### src/rtl/pm1_sleep_ctrl.sv
module pm1_sleep_ctrl #(
  parameter int ADDR_W     = 4,
  parameter int DW         = 16,
  parameter int CMD_W      = 8,
  parameter int CTL_OFS    = 4,
  parameter int SLP_EN_BIT = 13,
  parameter int TYP_LSB    = 10,
  parameter int SCI_BIT    = 0,
  parameter int WAK_BIT    = 15,
  parameter int PWRBTN_BIT = 8,
  parameter logic [CMD_W-1:0] CMD_ON  = 8'hF1,
  parameter logic [CMD_W-1:0] CMD_OFF = 8'hF0
) (
  input  logic              clk,
  input  logic              rst_n,
  input  logic [ADDR_W-1:0] io_addr,
  input  logic              io_wr,
  input  logic [DW-1:0]     io_wdata,
  output logic [DW-1:0]     io_rdata,
  input  logic              apm_stb,
  input  logic [CMD_W-1:0]  apm_cmd,
  output logic              off_req,
  output logic              rst_req,
  output logic              s3_flag,
  output logic              sts_set_stb,
  output logic [DW-1:0]     sts_set_mask
);
  localparam int TYP_W = 3;
  localparam logic [ADDR_W-1:0] OFS      = CTL_OFS[ADDR_W-1:0];
  localparam logic [DW-1:0]     SLP_MASK = DW'(1) << SLP_EN_BIT;
  localparam logic [DW-1:0]     STS_MASK = (DW'(1) << WAK_BIT) | (DW'(1) << PWRBTN_BIT);

  logic [DW-1:0]    ctl_q, ctl_d;
  logic             hit, go;
  logic [TYP_W-1:0] typ;

  assign hit = io_wr && (io_addr == OFS);
  assign go  = hit && io_wdata[SLP_EN_BIT];
  assign typ = io_wdata[TYP_LSB +: TYP_W];

  always_comb begin
    ctl_d = ctl_q;
    if (hit) ctl_d = io_wdata & ~SLP_MASK;
    if (apm_stb) begin
      if (apm_cmd == CMD_ON)       ctl_d[SCI_BIT] = 1'b1;
      else if (apm_cmd == CMD_OFF) ctl_d[SCI_BIT] = 1'b0;
    end
  end

  always_ff @(posedge clk) begin
    if (!rst_n) begin
      ctl_q       <= '0;
      off_req     <= 1'b0;
      rst_req     <= 1'b0;
      s3_flag     <= 1'b0;
      sts_set_stb <= 1'b0;
    end else begin
      ctl_q       <= ctl_d;
      off_req     <= go && (typ == TYP_W'(0));
      rst_req     <= go && (typ == TYP_W'(1));
      sts_set_stb <= go && (typ == TYP_W'(1));
      if (go && (typ == TYP_W'(1))) s3_flag <= 1'b1;
    end
  end

  assign sts_set_mask = sts_set_stb ? STS_MASK : '0;
  assign io_rdata     = (io_addr == OFS) ? ctl_q : '0;


  store_chk: assert property (@(posedge clk) disable iff (!rst_n)
    (hit && !apm_stb) |=> (ctl_q == ($past(io_wdata) & ~SLP_MASK)));

  off_pulse_chk: assert property (@(posedge clk) disable iff (!rst_n)
    (go && typ == TYP_W'(0)) |=> (off_req && !rst_req));

  s3_hold_chk: assert property (@(posedge clk) disable iff (!rst_n)
    s3_flag |=> s3_flag);

  rst_sts_chk: assert property (@(posedge clk) disable iff (!rst_n)
    rst_req |-> (sts_set_stb && sts_set_mask == STS_MASK && s3_flag));

  apm_on_chk: assert property (@(posedge clk) disable iff (!rst_n)
    (apm_stb && apm_cmd == CMD_ON) |=> ctl_q[SCI_BIT]);

  apm_off_chk: assert property (@(posedge clk) disable iff (!rst_n)
    (apm_stb && apm_cmd == CMD_OFF) |=> !ctl_q[SCI_BIT]);

  excl_chk: assert property (@(posedge clk) disable iff (!rst_n)
    !(off_req && rst_req));
endmodule

### config.mk
export PLATFORM = sky130hd
export DESIGN_NAME = pm1_sleep_ctrl
export DESIGN_NICKNAME = d
export VERILOG_FILES = /design/src/rtl/pm1_sleep_ctrl.sv
export SDC_FILE = /design/constraint.sdc
export NUM_CORES = 1
export LEC_CHECK = 0
export ABC_CLOCK_PERIOD_IN_PS = 3200
export BUFFER_PORTS_ARGS = -buffer_cell sky130_fd_sc_hd__buf_2
export CAP_MARGIN = 30
export CORE_MARGIN = 1
export CORE_UTILIZATION = 31
export DETAILED_ROUTE_END_ITERATION = 7
export PLACE_DENSITY = 0.7
export SLEW_MARGIN = 20
export SYNTH_ARGS = -nofsm -noshare
export SYNTH_HDL_FRONTEND = slang
export SYNTH_SLANG_ARGS = --single-unit
### constraint.sdc
create_clock -name clk -period 3.2 [get_ports clk]
set_input_delay 0.16 -clock clk [delete_from_list [all_inputs] [get_ports clk]]
set_output_delay 0.16 -clock clk [all_outputs]
set_load 0.02 [all_outputs]
## Word level (Yosys, flattened, before mapping)

Index checks and enable logic that the tools add are counted.

| cells by class | value |
|---|---|
| equality and inequality tests | 4 |
| muxes and demuxes | 6 |
| reductions and logical operators | 5 |

Operator list:

| cell | count |
|---|---|
| 2-to-1 mux 16 bit | 2 |
| == test 8 bit, second input constant | 2 |
| == test 4 x 3 -> 1 bit, second input constant | 1 |
| logical AND 1 bit | 4 |
| 2-to-1 mux 1 bit | 4 |
| == test 3 x 1 -> 1 bit, second input constant | 1 |
| zero test 3 bit | 1 |

| word-level totals | value |
|---|---|
| register bits after elaboration | 18 |

## Depth between registers and ports, before layout

Gate-level depths: netlist of the first run.

| logic depth | value |
|---|---|
| depth after elaboration | 6 |
| gate-level depth with buffers | 5 |
| gate-level depth less buffers | 3 |

## Worst setup path after synthesis of the first run

OpenSTA, ideal clock, no wires.

| timing path | value |
|---|---|
| path type | in2reg |
| start | input port io_addr[3] |
| end | register ctl_q[10] |
| setup time | 0.132 ns |
| arrival time | 1.027 ns |
| required time | 3.068 ns |
| slack | 2.040 ns |
| stages on the path | 4 |
| cell sequence | or4b_4 > buf_6 > o21ai_1 > a21oi_1 |

| on the way | value |
|---|---|
| cells in the longest elaborated chain, start to end | 2 |

Ends and longest elaborated chain:

| item | RTL line | text |
|---|---|---|
| start, declared | 16 | `input logic [ADDR_W-1:0] io_addr,` |
| == test 4 x 3 -> 1 bit | 37 | `assign hit = io_wr && (io_addr == OFS);` |
| logical AND 1 bit | 37 |  |
| end signal, assigned | 58 | `ctl_q <= ctl_d;` |
| end, declared | 33 | `logic [DW-1:0] ctl_q, ctl_d;` |

No other way between the ends.
A chain may end at the register's enable or synchronous reset.

## Final worst setup path of the first run

| timing path | value |
|---|---|
| start | input port io_addr[3] |
| end | output port io_rdata[10] |

| on the way | value |
|---|---|
| cells in the longest elaborated chain, start to end | 2 |

Ends and longest elaborated chain:

| item | RTL line | text |
|---|---|---|
| == test 4 x 3 -> 1 bit | 67 | `assign io_rdata = (io_addr == OFS) ? ctl_q : '0;` |
| 2-to-1 mux 16 bit | 67 |  |
| end, declared | 19 | `output logic [DW-1:0] io_rdata,` |

No other way between the ends.

==> impl_metrics.toml, run 1 <==
[outcome]
outcome = "finished, final reports clean"

[sta]
slew_headroom = 0.662
hold_ws_ns = 0.0624
drv_slew = 0
worst_pin_slew_ns = 0.506
layout_setup_ws_ns = 1.85
finalHoldViolations = 0
tns_ns = 0
fin_crit_ns = 1.35
clock_skew_ns = 0
setup_viol = 0
rsz0062_at_grt = "false"
max_freq_mhz = 741
period_share = 0.422

[cts]
cts_max_level = 1
cts_tree = "built"
cts.clk_slew.worst_paths_ns = 0.10
clk_path_buf_depth = 2
hold_buffers = 0
numCtsBuffers = 3
post_cts_resized = 0
numClockSinks = 18
clockRootBuffer = "clkbuf_4"
post_cts_buffers = 0
clk_latency_ns = 0.28

[worst_setup_path]
worstSetupPathType = "input pin to output pin"
r2r_end = "ctl_q[0]"
critPathCapture = "io_rdata[10]"
crit_path_frequent_cell = "buf_2"
start_kind = "input pin"
crit_chain = "buf_2 > nor4b_4 > buf_4 > and2_1 > buf_2"
cp-end-kind = "output pin"
cp_slowest_cell = "buf_4"
cp.arrival_ns = 1.19
max_stage_delay_ns = 0.31
crit_fanout = 31
r2r_slack_ns = 2.51
r2r_start = "ctl_q[0]"
startpoint = "io_addr[3]"
r2r_cells = 2
required_ns = 3.04

[drt]
antenna_left = 0
viasPerCell = 4.33
via_count = 909
drtPass1Iterations = 4
wl_mm = 2.11
drt_iter0_markers = 12
drc = 0
wl_per_cell_um = 10.0

[pwr]
ir_drop_mv = 0.0953
seq_power_share = 0.536
p_sw_frac = 0.257
p_leak_nw = 0.583
power_frac_comb = 0.139
p_switching_mw = 0.109
p_int_mw = 0.315
p_per_area_nw_per_um2 = 347
p_total_mw = 0.424
clkPwrFrac = 0.324

[global_routing]
grt_first_pass_wirelength_mm = 3.47
grt_pass1_vias = 799
antenna_found_initial = 0
grt_max_degree = 32
overflow = 0
grt_usage = 0.132

[floorplan]
core_um2 = 3030
ioPinCount = 68
die_w_um = 58.3
start_util = 0.324
dieArea_um2 = 3390
row_count = 20
die_y_um = 58.3

[logic_synthesis]
synthDistinctLibCells = 24
synth.avg_cell_area_um2 = 8.11
synth-main-ff-cell = "dfxtp_1"
synth-edff-count = 0
ys_seq_area_frac = 0.367
ys_seq_elements = 18
synth_warnings = 0
synth_area_um2 = 981
ys_async_sr_fraction = 0
synth_cells = 121

[cells_and_area]
final_cells = 210
area_growth_pct = 24.6
fillers = 313
diodes = 0
multi_input_area_um2 = 495
seq_area_um2 = 360
drive_above_1_share = 0.373
nNetsFinal = 199

[place]
portBuffers = 52
place_worst_setup_slack_ns = 1.83
dp_hpwl_mm = 1.56
place_congestion = 0.749
dp_cells = 206

[job]
maxCapViolCount = 0

[min_path]
hp-class = "input pin to flop"
## sequential cells by signal (all words and copies together), names as in the netlist
name	cells
sts_set_stb	1
s3_flag	1
ctl_q	15
off_req	1
## Yosys cell counts, types with 2 or more instances
| cell | instances | share of area |
|---|---|---|
| dfxtp_1 | 18 | 0.37 |
| and2_1 | 15 | 0.096 |
| clkbuf_1 | 4 | 0.015 |
| nor2_1 | 3 | 0.011 |
| inv_1 | 2 | 0.0077 |
| o21ai_0 | 5 | 0.026 |
| buf_2 | 2 | 0.010 |
| buf_4 | 19 | 0.15 |
| nand3_1 | 15 | 0.077 |
| nand2_1 | 2 | 0.0077 |
| a21oi_1 | 14 | 0.071 |
| o21ai_1 | 10 | 0.051 |
## worst min-delay path by stage
stage | depth (start not counted) | start | endpoint
after floorplan | 1 | io_wdata[10] | off_req
after global placement | 2 | io_wdata[10] | off_req
after detailed placement | 2 | io_wdata[10] | off_req
after CTS | 2 | io_wdata[10] | off_req
after global routing | 2 | io_wdata[10] | off_req
final | 2 | io_wdata[10] | off_req
## critical path: cells and delay by family
| family | cells | cell delay, ns |
|---|---|---|
| AND/OR/NAND/NOR | 2 | 0.43 |
| buffers and inverters | 3 | 0.59 |
## cell type report
class	count	area share
sequential	18	0.295
inverter	2	0.00614
multi-input combinational	89	0.405
timing repair buffer	53	0.219
clock buffer	4	0.0297
tap	44	0.0450
## routing by layer
layer  vias up  share of wire  GRT usage  wire, um
met1       393           0.47      0.167       981
met5         -              0          0         0
li1        473              -          -         -
met4         0         0.0090     0.0612        19
met3         2          0.062     0.0313       130
met2        41           0.46      0.212       973
## cell usage in the layout, fill, tap and decap left out, types with 2 or more instances in the layout
| master | instances |
|---|---|
| buf_2 | 52 |
| o21ai_1 | 10 |
| dfxtp_1 | 18 |
| nand2_1 | 2 |
| clkbuf_4 | 3 |
| conb_1 | 15 |
| and2_1 | 15 |
| nor2_1 | 3 |
| a21oi_1 | 14 |
| nand3_1 | 15 |
| o21ai_0 | 5 |
| inv_1 | 2 |
## logic make-up (layout without fill, tap and decap cells)
logic type / count (synthesis) / count (layout) / synth area share
compound gates: 31 / 31 / 0.166
buf+inv: 28 / 59 / 0.190
flops: 18 / 18 / 0.367
other cells: 1 / 15 / 0.00382
simple gates: 43 / 43 / 0.273
## metrics by stage
stage	area, um^2	utilization
floorplan	1030	-
global placement	1190	0.392
detailed placement	1190	0.392
CTS	1220	0.404
global route	1220	0.404
finish	1220	0.404
## power by group through the flow
stage / Clock (mW) / Sequential, mW / Combinational [mW]
after global placement: 0 / 0.232 / 0.0587
final: 0.137 / 0.227 / 0.0591
after floorplan: 0 / 0.232 / 0.0488
after detailed placement: 0 / 0.232 / 0.0593
after CTS: 0.144 / 0.227 / 0.0594
after global routing: 0.157 / 0.228 / 0.0653
No activity file was read; power rests on OpenSTA's default activity.
==> run 2, diff against run 1 <==
--- a/config.mk
+++ b/config.mk
@@ -5,7 +5,8 @@
 export SDC_FILE = /design/constraint.sdc
 export NUM_CORES = 1
 export LEC_CHECK = 0
-export ABC_CLOCK_PERIOD_IN_PS = 3200
+export ABC_AREA = 1
+export ABC_CLOCK_PERIOD_IN_PS = 1400
 export BUFFER_PORTS_ARGS = -buffer_cell sky130_fd_sc_hd__buf_2
 export CAP_MARGIN = 30
 export CORE_MARGIN = 1
==> constraint.sdc (replaced) <==
create_clock -name clk -period 1.4 [get_ports clk]
set_input_delay 0.07 -clock clk [delete_from_list [all_inputs] [get_ports clk]]
set_output_delay 0.07 -clock clk [all_outputs]
set_load 0.02 [all_outputs]
==> impl_metrics.toml, run 2 <==
[logic_synthesis]
ys_seq_elements = 18
synth-main-ff-cell = "dfxtp_1"
synthDistinctLibCells = 16
yosysMostFrequentCell = "nor2_1"
ys_async_sr_fraction = 0
synthTopCellsByArea = "dfxtp_1, nor2_1, buf_4"
synth_warnings = 0
yosysTopAreaCellShare = 0.358
synth_commonest_cells = "nor2_1, nand2_1, inv_1"
synth_cells = 158
ys_seq_area_frac = 0.358
synth-edff-count = 0
synth.avg_cell_area_um2 = 6.37
synth_area_um2 = 1010
synth_top_cell_by_area = "dfxtp_1"

[floorplan]
row_count = 20
die_w_um = 59.0
core_um2 = 3080
dieArea_um2 = 3480
start_util = 0.327
ioPinCount = 68
die_y_um = 59.0

[worst_setup_path]
cp-end-kind = "output pin"
r2r_start = "ctl_q[0]"
cp.arrival_ns = 1.11
startpoint = "io_addr[3]"
crit_fanout = 15
worstSetupPathType = "input pin to output pin"
required_ns = 1.33
start_kind = "input pin"

[cts]
numClockSinks = 18
numCtsBuffers = 3
clockRootBuffer = "clkbuf_4"
clk_path_buf_depth = 2
cts_max_level = 1
cts.clk_slew.worst_paths_ns = 0.10
post_cts_buffers = 0
cts_tree = "built"
clk_latency_ns = 0.29

[cells_and_area]
final_core_util = 0.432
diodes = 0
fillers = 356
layout_commonest_cell = "buf_2"
nNetsFinal = 247
drive_above_1_share = 0.285
top_register = "ctl_q"
area_growth_pct = 32.2
final_cell_mix = "buf_2, nor2_1, nand2_1"
largest_reg_flops = 15

[sta]
drv_slew = 0
worst_pin_slew_ns = 0.527
clock_skew_ns = 0
rsz0062_at_grt = "false"
setup_viol = 0
period_share = 0.845
fin_crit_ns = 1.18
max_freq_mhz = 845
tns_ns = 0
finalHoldViolations = 0
slew_headroom = 0.648
hold_ws_ns = 0.00846

[outcome]
outcome = "finished, final reports clean"

[global_routing]
grt_pass1_vias = 820
grt_max_degree = 32
grt_usage = 0.126
overflow = 0
grt_first_pass_wirelength_mm = 3.29
antenna_found_initial = 0

[drt]
drtPass1Iterations = 4
viasPerCell = 3.81
drc = 0
maxUsedRoutingLayer = "met4"
via_count = 984
wl_per_cell_um = 8.01
wl_met1_um = 980
drt_iter0_markers = 31
antenna_left = 0
wl_mm = 2.07
met3WireLength_um = 100
met2RoutedLength_um = 960

[place]
dp_hpwl_mm = 1.51
place_congestion = 0.662
portBuffers = 52

[min_path]
hp-class = "input pin to flop"
worstHoldStart = "io_wdata[1]"

[pwr]
ir_drop_mv = 0.243
p_leak_nw = 0.770
p_per_area_nw_per_um2 = 747

[job]
maxCapViolCount = 0
run 2: cell types whose count changed in the layout (fill, tap and decap cells not counted), sizes merged, moves of 2 or more:
| cell | before | now |
|---|---|---|
| nand2 | 2 | 36 |
| dlygate4sd3 | 0 | 9 |
| nor2 | 3 | 49 |
| nand3 | 15 | 2 |
| nor4b | 2 | 0 |
| a21oi | 14 | 1 |
| inv | 2 | 21 |
| o21ai | 16 | 1 |
| and2 | 15 | 0 |
run 2: worst max-delay path, cell delays in order:
cell and delay [ns]:
buf_2 0.10, nor2_2 0.17, nand2_1 0.35, nor2_1 0.23
buf_2 0.19
run 2: cells by family (layout without fill, tap and decap cells):
logic type | count (synthesis) | count (layout) | synth area share
other | 1 | 15 | 0.00373
buffers and inverters | 45 | 87 | 0.255
AO/OA/AOI/OAI | 3 | 3 | 0.0174
AND/OR/NAND/NOR | 91 | 91 | 0.366
flip-flops | 18 | 18 | 0.358
run 2: cell type report:
| class | count | area, um^2 | area share |
|---|---|---|---|
| Multi-Input combinational cell | 109 | 442 | 0.332 |
| Clock buffer | 4 | 36.3 | 0.0273 |
| Tap cell | 44 | 55.1 | 0.0414 |
| Sequential cell | 18 | 360 | 0.271 |
| Inverter | 21 | 78.8 | 0.0593 |
| Timing Repair Buffer | 62 | 358 | 0.269 |
run 2: metal layers:
metal  vias up  track usage
li1        538            -
met1       408        0.161
met2        36        0.206
met3         2       0.0154
met4         0       0.0714
met5         -            0
run 2: worst paths after layout:
| check | to | slack, ns | cells past startpoint |
|---|---|---|---|
| hold / removal | ctl_q[1] | 0.008 | 3 |
| setup / recovery | io_rdata[12] | 0.22 | 5 |
| setup reg to reg | ctl_q[0] | 0.75 | 4 |
| hold reg to reg | s3_flag | 0.46 | 2 |
run 2: repair_timing:
item	CTS	global route
hold buffers	9	0
resized for setup	0	0
hold endpoints to repair	9	0
setup endpoints to repair	0	0
run 2: power breakdown:
part | internal (mW) | switching (mW)
sequential | 0.521 | 0.00233
clock | 0.158 | 0.159
combinational | 0.0623 | 0.0910
run 2: metrics by stage:
step / power [mW] / instance area, um^2 / std cells / setup WS, ns
6_report: 0.994 / 1330 / 258 / 0.217
3_3_place_gp: 0.669 / 1200 / 245 / 0.231
5_1_grt: 1.06 / 1330 / 258 / 0.0687
2_1_floorplan: 0.651 / 1060 / 172 / 0.492
4_1_cts: 1.01 / 1330 / 258 / 0.220
3_5_place_dp: 0.670 / 1200 / 245 / 0.222
